## config.mk

```make
export PLATFORM = sky130hd
export DESIGN_NAME = rec_adder
export DESIGN_NICKNAME = d
export VERILOG_FILES = /design/src/rtl/adder_pkg.sv /design/src/rtl/adder_pg.sv /design/src/rtl/adder_solver.sv /design/src/rtl/adder_sum.sv /design/src/rtl/rec_adder.sv
export SDC_FILE = /design/constraint.sdc
export NUM_CORES = 1
export LEC_CHECK = 0
export ABC_AREA = 1
export CORE_MARGIN = 2
export CORE_UTILIZATION = 25
export DETAILED_ROUTE_END_ITERATION = 7
export SLEW_MARGIN = 10
export SYNTH_ARGS = -nofsm -noshare
export SYNTH_HDL_FRONTEND = slang
export SYNTH_SLANG_ARGS = --single-unit
export TNS_END_PERCENT = 30
```

## constraint.sdc

```tcl
create_clock -name vclk -period 2.67
set_input_delay 0.534 -clock vclk [all_inputs]
set_output_delay 0.534 -clock vclk [all_outputs]
set_load 0.02 [all_outputs]
```

## src/rtl/adder_pkg.sv

```systemverilog
// Shared helpers for the recurrence adder.
// Assumes: widths are given as positive integers.
package adder_pkg;

    // Returns 1 when w is a power of two of at least 2.
    function automatic bit width_ok(input int w);
        return (w >= 2) && ((w & (w - 1)) == 0);
    endfunction

endpackage

```

## src/rtl/adder_pg.sv

```systemverilog
// Per-bit pass (OR) and create (AND) terms of the carry recurrence.
// Assumes: operands are plain N-bit vectors. One gate level.
module adder_pg #(
    parameter int N = 32
) (
    input  logic [N-1:0] a,
    input  logic [N-1:0] b,
    output logic [N-1:0] x,
    output logic [N-1:0] y
);

    generate
        for (genvar i = 0; i < N; i++) begin : g_bit
            // pass term and create term for bit i
            assign x[i] = a[i] | b[i];
            assign y[i] = a[i] & b[i];
        end
    endgenerate

endmodule

```

## src/rtl/adder_solver.sv

```systemverilog
// Solves c[i] = y[i] | (x[i] & c[i-1]) with c[-1] = 0 over log2(N) levels.
// Level k merges each bit with the bit 2^k below it, so after the last
// level every position holds its own carry out.
// Assumes: N is a power of two.
module adder_solver #(
    parameter int N   = 32,
    localparam int LVL = $clog2(N)
) (
    input  logic [N-1:0] x,
    input  logic [N-1:0] y,
    output logic [N-1:0] c
);

    logic [N-1:0] gen_l [0:LVL];
    logic [N-1:0] pas_l [0:LVL-1];

    assign gen_l[0] = y;
    assign pas_l[0] = x;

    generate
        for (genvar k = 0; k < LVL; k++) begin : g_lvl
            localparam int D = 1 << k;
            for (genvar i = 0; i < N; i++) begin : g_pos
                if (i >= D) begin : g_merge
                    // fold in the span that ends 2^k bits lower
                    assign gen_l[k+1][i] = gen_l[k][i] | (pas_l[k][i] & gen_l[k][i-D]);
                    if (k + 1 < LVL) begin : g_pnext
                        // pass term of the widened span
                        assign pas_l[k+1][i] = pas_l[k][i] & pas_l[k][i-D];
                    end
                end else begin : g_keep
                    // span already reaches bit 0, where the carry in is zero
                    assign gen_l[k+1][i] = gen_l[k][i];
                    if (k + 1 < LVL) begin : g_pkeep
                        // carried unchanged
                        assign pas_l[k+1][i] = pas_l[k][i];
                    end
                end
            end
        end
    endgenerate

    assign c = gen_l[LVL];

    // Checks that the solved carries obey the per-bit recurrence.
    always_comb begin
        a_r4_bit0_carry: assert (c[0] == y[0])
            else $error("R4: carry of bit 0 differs from its create term");
        for (int i = 1; i < N; i++) begin
            a_r4_pass_through: assert (!(x[i] && !y[i]) || (c[i] == c[i-1]))
                else $error("R4: passing bit %0d did not forward its carry", i);
            a_r4_create_sets: assert (!y[i] || c[i])
                else $error("R4: creating bit %0d has no carry out", i);
            a_r4_kill_clears: assert (x[i] || !c[i])
                else $error("R4: killing bit %0d has a carry out", i);
        end
    end

endmodule

```

## src/rtl/adder_sum.sv

```systemverilog
// Forms half-sums and sum bits from the pass/create terms and the carries.
// Assumes: c[i] is the carry out of bit i; the carry into bit 0 is zero.
module adder_sum #(
    parameter int N = 32
) (
    input  logic [N-1:0] x,
    input  logic [N-1:0] y,
    input  logic [N-1:0] c,
    output logic [N-1:0] s,
    output logic         cout
);

    logic [N-1:0] half;
    logic [N-1:0] cin;

    // carry into each bit; bit 0 receives zero
    assign cin = {c[N-2:0], 1'b0};

    generate
        for (genvar i = 0; i < N; i++) begin : g_bit
            // half-sum: exactly one operand bit set
            assign half[i] = x[i] & ~y[i];
            // select the half-sum or its inverse by the incoming carry
            assign s[i] = (half[i] & ~cin[i]) | (~half[i] & cin[i]);
        end
    endgenerate

    assign cout = c[N-1];

    // Checks sum bits where both operand bits are set.
    always_comb begin
        for (int i = 0; i < N; i++) begin
            a_r3_both_set: assert (!y[i] || (s[i] == cin[i]))
                else $error("R3: bit %0d with both operands set mismatches carry", i);
        end
    end

endmodule

```

## src/rtl/rec_adder.sv

```systemverilog
// Unsigned N-bit adder whose carries come from a log-depth recurrence
// solver. Purely combinational; carry in is zero.
// Assumes: N is a power of two of at least 2.
module rec_adder #(
    parameter int N = 32
) (
    input  logic [N-1:0] a,
    input  logic [N-1:0] b,
    output logic [N-1:0] s,
    output logic         cout
);

    import adder_pkg::*;

    logic [N-1:0] x;
    logic [N-1:0] y;
    logic [N-1:0] c;

    adder_pg #(.N(N)) u_pg (
        .a (a),
        .b (b),
        .x (x),
        .y (y)
    );

    adder_solver #(.N(N)) u_solver (
        .x (x),
        .y (y),
        .c (c)
    );

    adder_sum #(.N(N)) u_sum (
        .x    (x),
        .y    (y),
        .c    (c),
        .s    (s),
        .cout (cout)
    );

    // Checks the chosen width once.
    initial begin
        a_r1_width_pow2: assert (width_ok(N))
            else $error("R1: width %0d is not a power of two", N);
    end

    // Checks the full result against arithmetic addition.
    always_comb begin
        a_r1_sum_value: assert ({cout, s} == ({1'b0, a} + {1'b0, b}))
            else $error("R1: adder result differs from a+b");
    end

endmodule

```

Word level (Yosys, flattened, before mapping)
Index checks and enable logic that the tools add are counted.

word-level totals
  output and inout port bits = 33
  word-level logic and storage cells = 638
  register bits = 0
  input bits = 64

cells by class
  bitwise logic cells = 638

operators by type and width
  cell         number
  $and 1x1->1  353
  $or 1x1->1   192
  $not 1->1    93

Longest topological paths before layout
Gate-level depths: netlist of run 1.

  word-level depth = 13
  mapped depth = 13
  mapped depth without buffers = 13

Modules after synthesis
From an unflattened synthesis of run 1, not the netlist that was laid out.

unflattened totals
  cell total of the unflattened synthesis = 748
  area, all modules = 3006.6 sq um

modules (own cells, without submodules)
  module        times used  cells an instance  area an instance (sq um)
  adder_solver  1           399                1654.1
  adder_sum     1           189                752.0
  adder_pg      1           160                600.6

Worst setup path after synthesis of run 1
OpenSTA, ideal clock, no wires.

  path type = input to output
  start = in a[0]
  end = out s[14]
  data required time = 2.136 ns
  data arrival time = 1.969 ns
  stages = 9
  setup slack = 0.167 ns
  cells stage by stage = ha_1 -> fa_1 -> nand2_1 -> nand2_1 -> nand3_1 -> nand2_1 -> nand2_1 -> nand3_2 -> xor2_1

on the way
  cells in the longest elaborated chain, start to end = 10
  elaborated cells on any way between the ends = 11
  classes of those cells = bitwise: 11

ends and longest elaborated chain
  what           line                text
  from (decl)    rec_adder.sv:7      input logic [N-1:0] a,
  $and 1x1->1 *  adder_pg.sv:16      assign y[i] = a[i] & b[i];
  $and 1x1->1 *  adder_solver.sv:26  assign gen_l[k+1][i] = gen_l[k][i] | (pas_l[k][i] & gen_l[k][i-D]);
  $or 1x1->1 *   adder_solver.sv:26
  $and 1x1->1 *  adder_solver.sv:26
  $or 1x1->1 *   adder_solver.sv:26
  $and 1x1->1 *  adder_solver.sv:26
  $or 1x1->1 *   adder_solver.sv:26
  $not 1->1      adder_sum.sv:24     assign s[i] = (half[i] & ~cin[i]) | (~half[i] & cin[i]);
  $and 1x1->1    adder_sum.sv:24
  $or 1x1->1 *   adder_sum.sv:24
  to (decl)      rec_adder.sv:9      output logic [N-1:0] s,

Every way passes the cells marked *; elsewhere a longest branch is shown, timed or not.

Final worst setup path of run 1
  start = in a[0]
  end = out s[22]

The elaborated chain is that of the path after synthesis.

==> flow_summary.json, run 1 <==
{
  "die_y_um": 118,
  "path_cells": "buf_6, ha_4, fa_2, nand2_4, nand2_4, nand3_2, nand2_2, nand2_2, nand3_4, nand2_2, nand2_1, nand2_1, nand2_1, buf_6",
  "ys_warn_count": 0,
  "status": "complete, no violations",
  "final_common_cell": "nand2_1",
  "critPathMaxFanout": 3,
  "synth-seq-area-share_pct": 0,
  "rows": 41,
  "hold_viol": 0,
  "layout-drive-gt1-share_pct": 43.2,
  "grt.total_usage_pct": 15.0,
  "fmax_mhz": 384,
  "setup_viol": 0,
  "initial_core_util_pct": 25.6,
  "n_fill_cell": 1334,
  "synth.top_cell.area_share_pct": 25.6,
  "hpwlAfterDp_mm": 8.85,
  "synth_area_leaders": "ha_1 (26%), nand2_1 (21%), inv_1 (21%)",
  "cp_num_buf_inv": 2,
  "crit_cells": 14,
  "cp.arrival_ns": 2.07,
  "core_um2": 12600,
  "period_needed_ns": 2.61,
  "place_congestion": 0.910,
  "drt_iter0_drc": 125,
  "overflow": 0,
  "final_cells": 935,
  "p_leak_nw": 3.16,
  "dr.pass1.iters": 4,
  "crit_family": "simple AND/OR/NAND/NOR gates",
  "io_pins": 97,
  "synth_cell_types": 23,
  "powerDensity_nw_per_um2": 227,
  "area_growth_pct": 77.4,
  "crit_path_start_kind": "primary input",
  "wirelength_mm": 10.8,
  "vdd_ir_drop_max_mv": 0.116,
  "slew_violations": 0,
  "synthesis.area_um2": 3230,
  "portBuffers": 97,
  "seq_cell_count": 0,
  "vias": 3837,
  "synth_area_per_cell_um2": 5.27,
  "grt_antenna_before_repair": 2,
  "die-area_um2": 13800,
  "fin_nets": 894,
  "finalHoldWorstSlack_ns": 1.66,
  "grt_pass1_wl_mm": 17.5,
  "maxCapViolations": 0,
  "yosysTopAreaCell": "ha_1",
  "n_clock_buffer": 0,
  "holdBufCountCts": 0,
  "seqCellArea_um2": 0,
  "hold_class": "primary input to primary output",
  "placed_cells": 929,
  "grt_max_degree": 6,
  "startpoint": "a[0]",
  "drcViolationCount": 0,
  "rsz0062_at_grt": "yes",
  "antenna_left": 0,
  "crit_path_end": "s[22]",
  "crit_type": "primary input to primary output",
  "finalCritPeriodShare_pct": 97.6,
  "required_ns": 2.14,
  "syn_nets": 743,
  "grt_pass1_vias": 3807,
  "worstMarginPinSlew_ns": 0.325,
  "max-slew-margin-rel_pct": 78.1,
  "mostFrequentLayoutCells": "nand2_1 (136), inv_1 (132), buf_4 (59), inv_2 (58), nand2_2 (48)",
  "synthCells": 612,
  "avgRoutedWirePerCell_um": 11.5,
  "post_drt_via_cell_ratio": 4.10,
  "slowest_delay_ns": 0.41,
  "cp-end-kind": "primary output",
  "slowest_stage": "fa_2",
  "dieWidth_um": 118
}
-- cell families after synthesis --
kind of cell | count (synthesis) | synth area share [%]
AND/OR/NAND/NOR | 293 | 39.8
adder cells (fa/ha/maj) | 67 | 26.2
XOR/XNOR | 15 | 4.07
AO/OA/AOI/OAI | 45 | 7.64
buffers and inverters | 192 | 22.3
-- cell usage after synthesis, drive strengths merged --
cell	count
a211oi	1
a21oi	25
and2	1
clkinv	1
fa	1
ha	66
inv	191
nand2	189
nand3	25
nand4	9
nor2	65
nor3	4
o21ai	13
o21bai	6
xor2	15
-- worst min path at each step --
stage	start	to	slack, ns	depth (start not counted)
after global placement	b[0]	s[0]	2.23	3
after detailed placement	b[0]	s[0]	2.24	3
final	b[30]	s[30]	1.66	7
after floorplan	b[0]	s[0]	1.27	1
after global routing	b[30]	s[30]	1.71	7
after CTS	a[8]	s[8]	1.71	5
-- final cells by class --
cell class	count	area [um^2]	area share (%)
Timing Repair Buffer	149	1280	22.4
Multi-Input combinational cell	420	3500	61.1
Antenna cell	2	5.00	0.0874
Inverter	192	723	12.6
Tap cell	172	215	3.76
-- worst min-delay path: stages --
cell	delay (ns)
dlymetal6s2s_1	0.14
inv_2	0.07
ha_4	0.12
inv_1	0.03
nand2_1	0.05
nand2_1	0.06
buf_6	0.13
-- stage by stage --
stage | instance area, um^2 | power [W] | TNS [ns] | setup slack (ns) | util [%]
after floorplan | 3230 | 0.000610 | 0 | 0.167 | -
after global placement | 4770 | 0.00111 | -21.48 | -0.900 | 37.8
after detailed placement | 4770 | 0.00111 | -21.86 | -0.924 | 37.8
after CTS | 5410 | 0.00122 | -0.0281 | -0.0143 | 42.9
after global routing | 5730 | 0.00143 | -0.159 | -0.0381 | 45.4
final | 5730 | 0.00130 | 0 | 0.0644 | 45.4
-- power breakdown --
| group | internal, W | total [W] | switching (W) |
|---|---|---|---|
| combinational | 0.000575 | 0.00130 | 0.000726 |
| sequential | 0 | 0 | 0 |
| clock | 0.000000000100 | 0.000000000100 | 0 |
| total | 0.000575 | 0.00130 | 0.000726 |
-- what timing repair did --
item                                    CTS  global route
gates cloned                              0             0
buffers inserted                          3             1
hold endpoints to repair                  0             0
pin swaps                                79            59
gates resized for setup                 391           112
endpoints found under the setup margin   32            22
-- metal layers --
metal  global-route usage (%)  vias to the layer above  routed length (um)
met5                        0                        -                   0
li1                         -                     2087                   -
met3                    0.484                        8                 242
met1                     20.2                     1693                5130
met2                     27.8                       49                5300
met4                     1.05                        0                  96
(Power assumes the default switching activity.)
==> inputs of run 2 (changes only) <==
--- a/config.mk
+++ b/config.mk
@@ -6,6 +6,7 @@
 export NUM_CORES = 1
 export LEC_CHECK = 0
 export ABC_AREA = 1
+export ABC_CLOCK_PERIOD_IN_PS = 2670
 export CORE_MARGIN = 2
 export CORE_UTILIZATION = 25
 export DETAILED_ROUTE_END_ITERATION = 7
==> results of run 2 <==
No change in the layout: final DEF, timing and power equal those of run 1.
==> inputs of run 3 (changes only) <==
==> constraint.sdc (replaced) <==
create_clock -name vclk -period 2.67
set_input_delay 0.534 -clock vclk [all_inputs]
set_output_delay 0.534 -clock vclk [all_outputs]
set_load 0.005 [all_outputs]
==> run 3 against run 2 <==
Compared with the run above:
- flip-flop and latch count unchanged
- non-clock buffer count increased by 24
- first-iteration DRC count increased by 3.2%
- critical path depth increased by 1
- routed wire length increased by 2.5%
- setup slack improved by 0.014 ns
- combinational power decreased by 9%
- highest routed layer unchanged
==> flow_summary.json, run 3 (synthesized netlist as in run 1, its figures left out) <==
{
  "layout-drive-gt1-share_pct": 48.8,
  "initial_core_util_pct": 25.6,
  "max-slew-margin-rel_pct": 80.0,
  "drcViolationCount": 0,
  "dieWidth_um": 118,
  "dpl_cell_area_um2": 4760,
  "place_congestion": 0.900,
  "holdBufCountCts": 0,
  "maxCapViolations": 0,
  "cp-end-kind": "primary output",
  "cpMostUsedCell": "nand2_2",
  "rows": 41,
  "slew_violations": 0,
  "final_common_cell": "nand2_1",
  "sw_frac_of_total_pct": 51.8,
  "dr.pass1.iters": 4,
  "powerDensity_nw_per_um2": 204,
  "setup_viol": 0,
  "avgRoutedWirePerCell_um": 11.5,
  "comb_power_share_pct": 100.0,
  "fin_nets": 918,
  "antenna_left": 0,
  "io_pins": 97,
  "die_y_um": 118,
  "finalHoldWorstSlack_ns": 1.51,
  "finalCritPeriodShare_pct": 97.1,
  "fmax_mhz": 386,
  "worstMarginPinSlew_ns": 0.297,
  "p_leak_nw": 3.28,
  "hpwlAfterDp_mm": 8.89,
  "core_um2": 12600,
  "drt_iter0_drc": 129,
  "clkPwrFrac_pct": 0,
  "die-area_um2": 13800,
  "grt_pass1_vias": 3854,
  "power_w": 0.00118,
  "critPathMaxFanout": 2,
  "fin_area_um2": 5790,
  "seq_power_share_pct": 0,
  "seq_cell_count": 0,
  "grt.total_usage_pct": 15.1,
  "seqCellArea_um2": 0,
  "overflow": 0,
  "status": "complete, no violations",
  "grt_max_degree": 6,
  "post_drt_via_cell_ratio": 4.13,
  "grt_antenna_before_repair": 0,
  "slowest_delay_ns": 0.26,
  "mostFrequentLayoutCells": "nand2_1 (134), inv_1 (117), buf_4 (74), inv_2 (72), nand2_2 (52)",
  "slowest_stage": "dlygate4sd2_1",
  "vias": 3950,
  "period_needed_ns": 2.59,
  "cp.arrival_ns": 2.06,
  "hold_viol": 0,
  "path_cells": "dlygate4sd2_1, buf_4, ha_4, nand2_2, nand2_2, nand2_2, nand2_2, a21oi_2, nand2_2, buf_6, nand2_2, nand2_1, nand2_1, nand2_1, clkdlybuf4s15_1",
  "antenna_cells": 0,
  "crit_type": "primary input to primary output",
  "n_clock_buffer": 0,
  "vdd_ir_drop_max_mv": 0.0725,
  "hold_class": "primary input to primary output",
  "power.switching_w": 0.000612,
  "required_ns": 2.14,
  "p_int_w": 0.000569,
  "rsz0062_at_grt": "yes",
  "grt_pass1_wl_mm": 17.7,
  "portBuffers": 97,
  "crit_path_start_kind": "primary input",
  "area_growth_pct": 79.4,
  "wirelength_mm": 11.0
}
-- run 3: changes by cell type in the layout (fill, tap and decap cells not counted), moves of 9 or more --
cell,previous run,this run
dlygate4sd2_1,42,15
clkbuf_2,3,25
buf_4,59,74
inv_1,132,117
inv_2,58,72
buf_2,7,20
buf_6,13,2
dlymetal6s2s_1,9,18
-- run 3: final cells by class --
class	count	area, um^2
Multi-Input combinational cell	420	3500
Inverter	192	726
Tap cell	172	215
Fill cell	1306	6830
Timing Repair Buffer	173	1350
-- run 3: per-stage QoR --
step / cells / utilization, % / worst slack [ns] / setup TNS (ns)
floorplan: 612 / - / 0.320 / 0
global route: 957 / 45.9 / -0.0297 / -0.125
finish: 957 / 45.9 / 0.0783 / 0
global placement: 927 / 37.7 / -0.797 / -18.17
CTS: 944 / 42.5 / -0.227 / -1.47
detailed placement: 927 / 37.7 / -0.843 / -19.10
-- run 3: timing repair --
action,4_1_cts,5_1_grt
setup buffers,17,13
gates cloned,0,0
endpoints found under the setup margin,32,29
pin swaps,71,63
resized for setup,306,202
-- run 3: critical path: cells and delay by family --
family / cells / cell delay (ns)
buffers and inverters: 4 / 0.72
AND/OR/NAND/NOR: 9 / 0.50
adder cells (fa/ha/maj): 1 / 0.16
AO/OA/AOI/OAI: 1 / 0.13
-- run 3: routing by layer --
| layer | vias up | GRT usage [%] | wire length (um) |
|---|---|---|---|
| li1 | 2132 | - | - |
| met1 | 1750 | 20.0 | 5060 |
| met2 | 58 | 28.4 | 5510 |
| met3 | 10 | 0.533 | 306 |
| met4 | 0 | 0.904 | 155 |
| met5 | - | 0 | 0 |
-- run 3: worst paths after layout --
path	startpoint	end	slack, ns	cells past startpoint
worst min-delay path	b[16]	s[16]	1.51	5
worst max-delay path	a[7]	s[23]	0.08	15
-- run 3: power by group through the flow --
stage / Sequential [W] / Clock [W] / Combinational (W)
2_1_floorplan: 0 / 0 / 0.000491
3_3_place_gp: 0 / 0 / 0.000989
3_5_place_dp: 0 / 0 / 0.000992
4_1_cts: 0 / 0 / 0.00108
5_1_grt: 0 / 0 / 0.00131
6_report: 0 / 0 / 0.00118
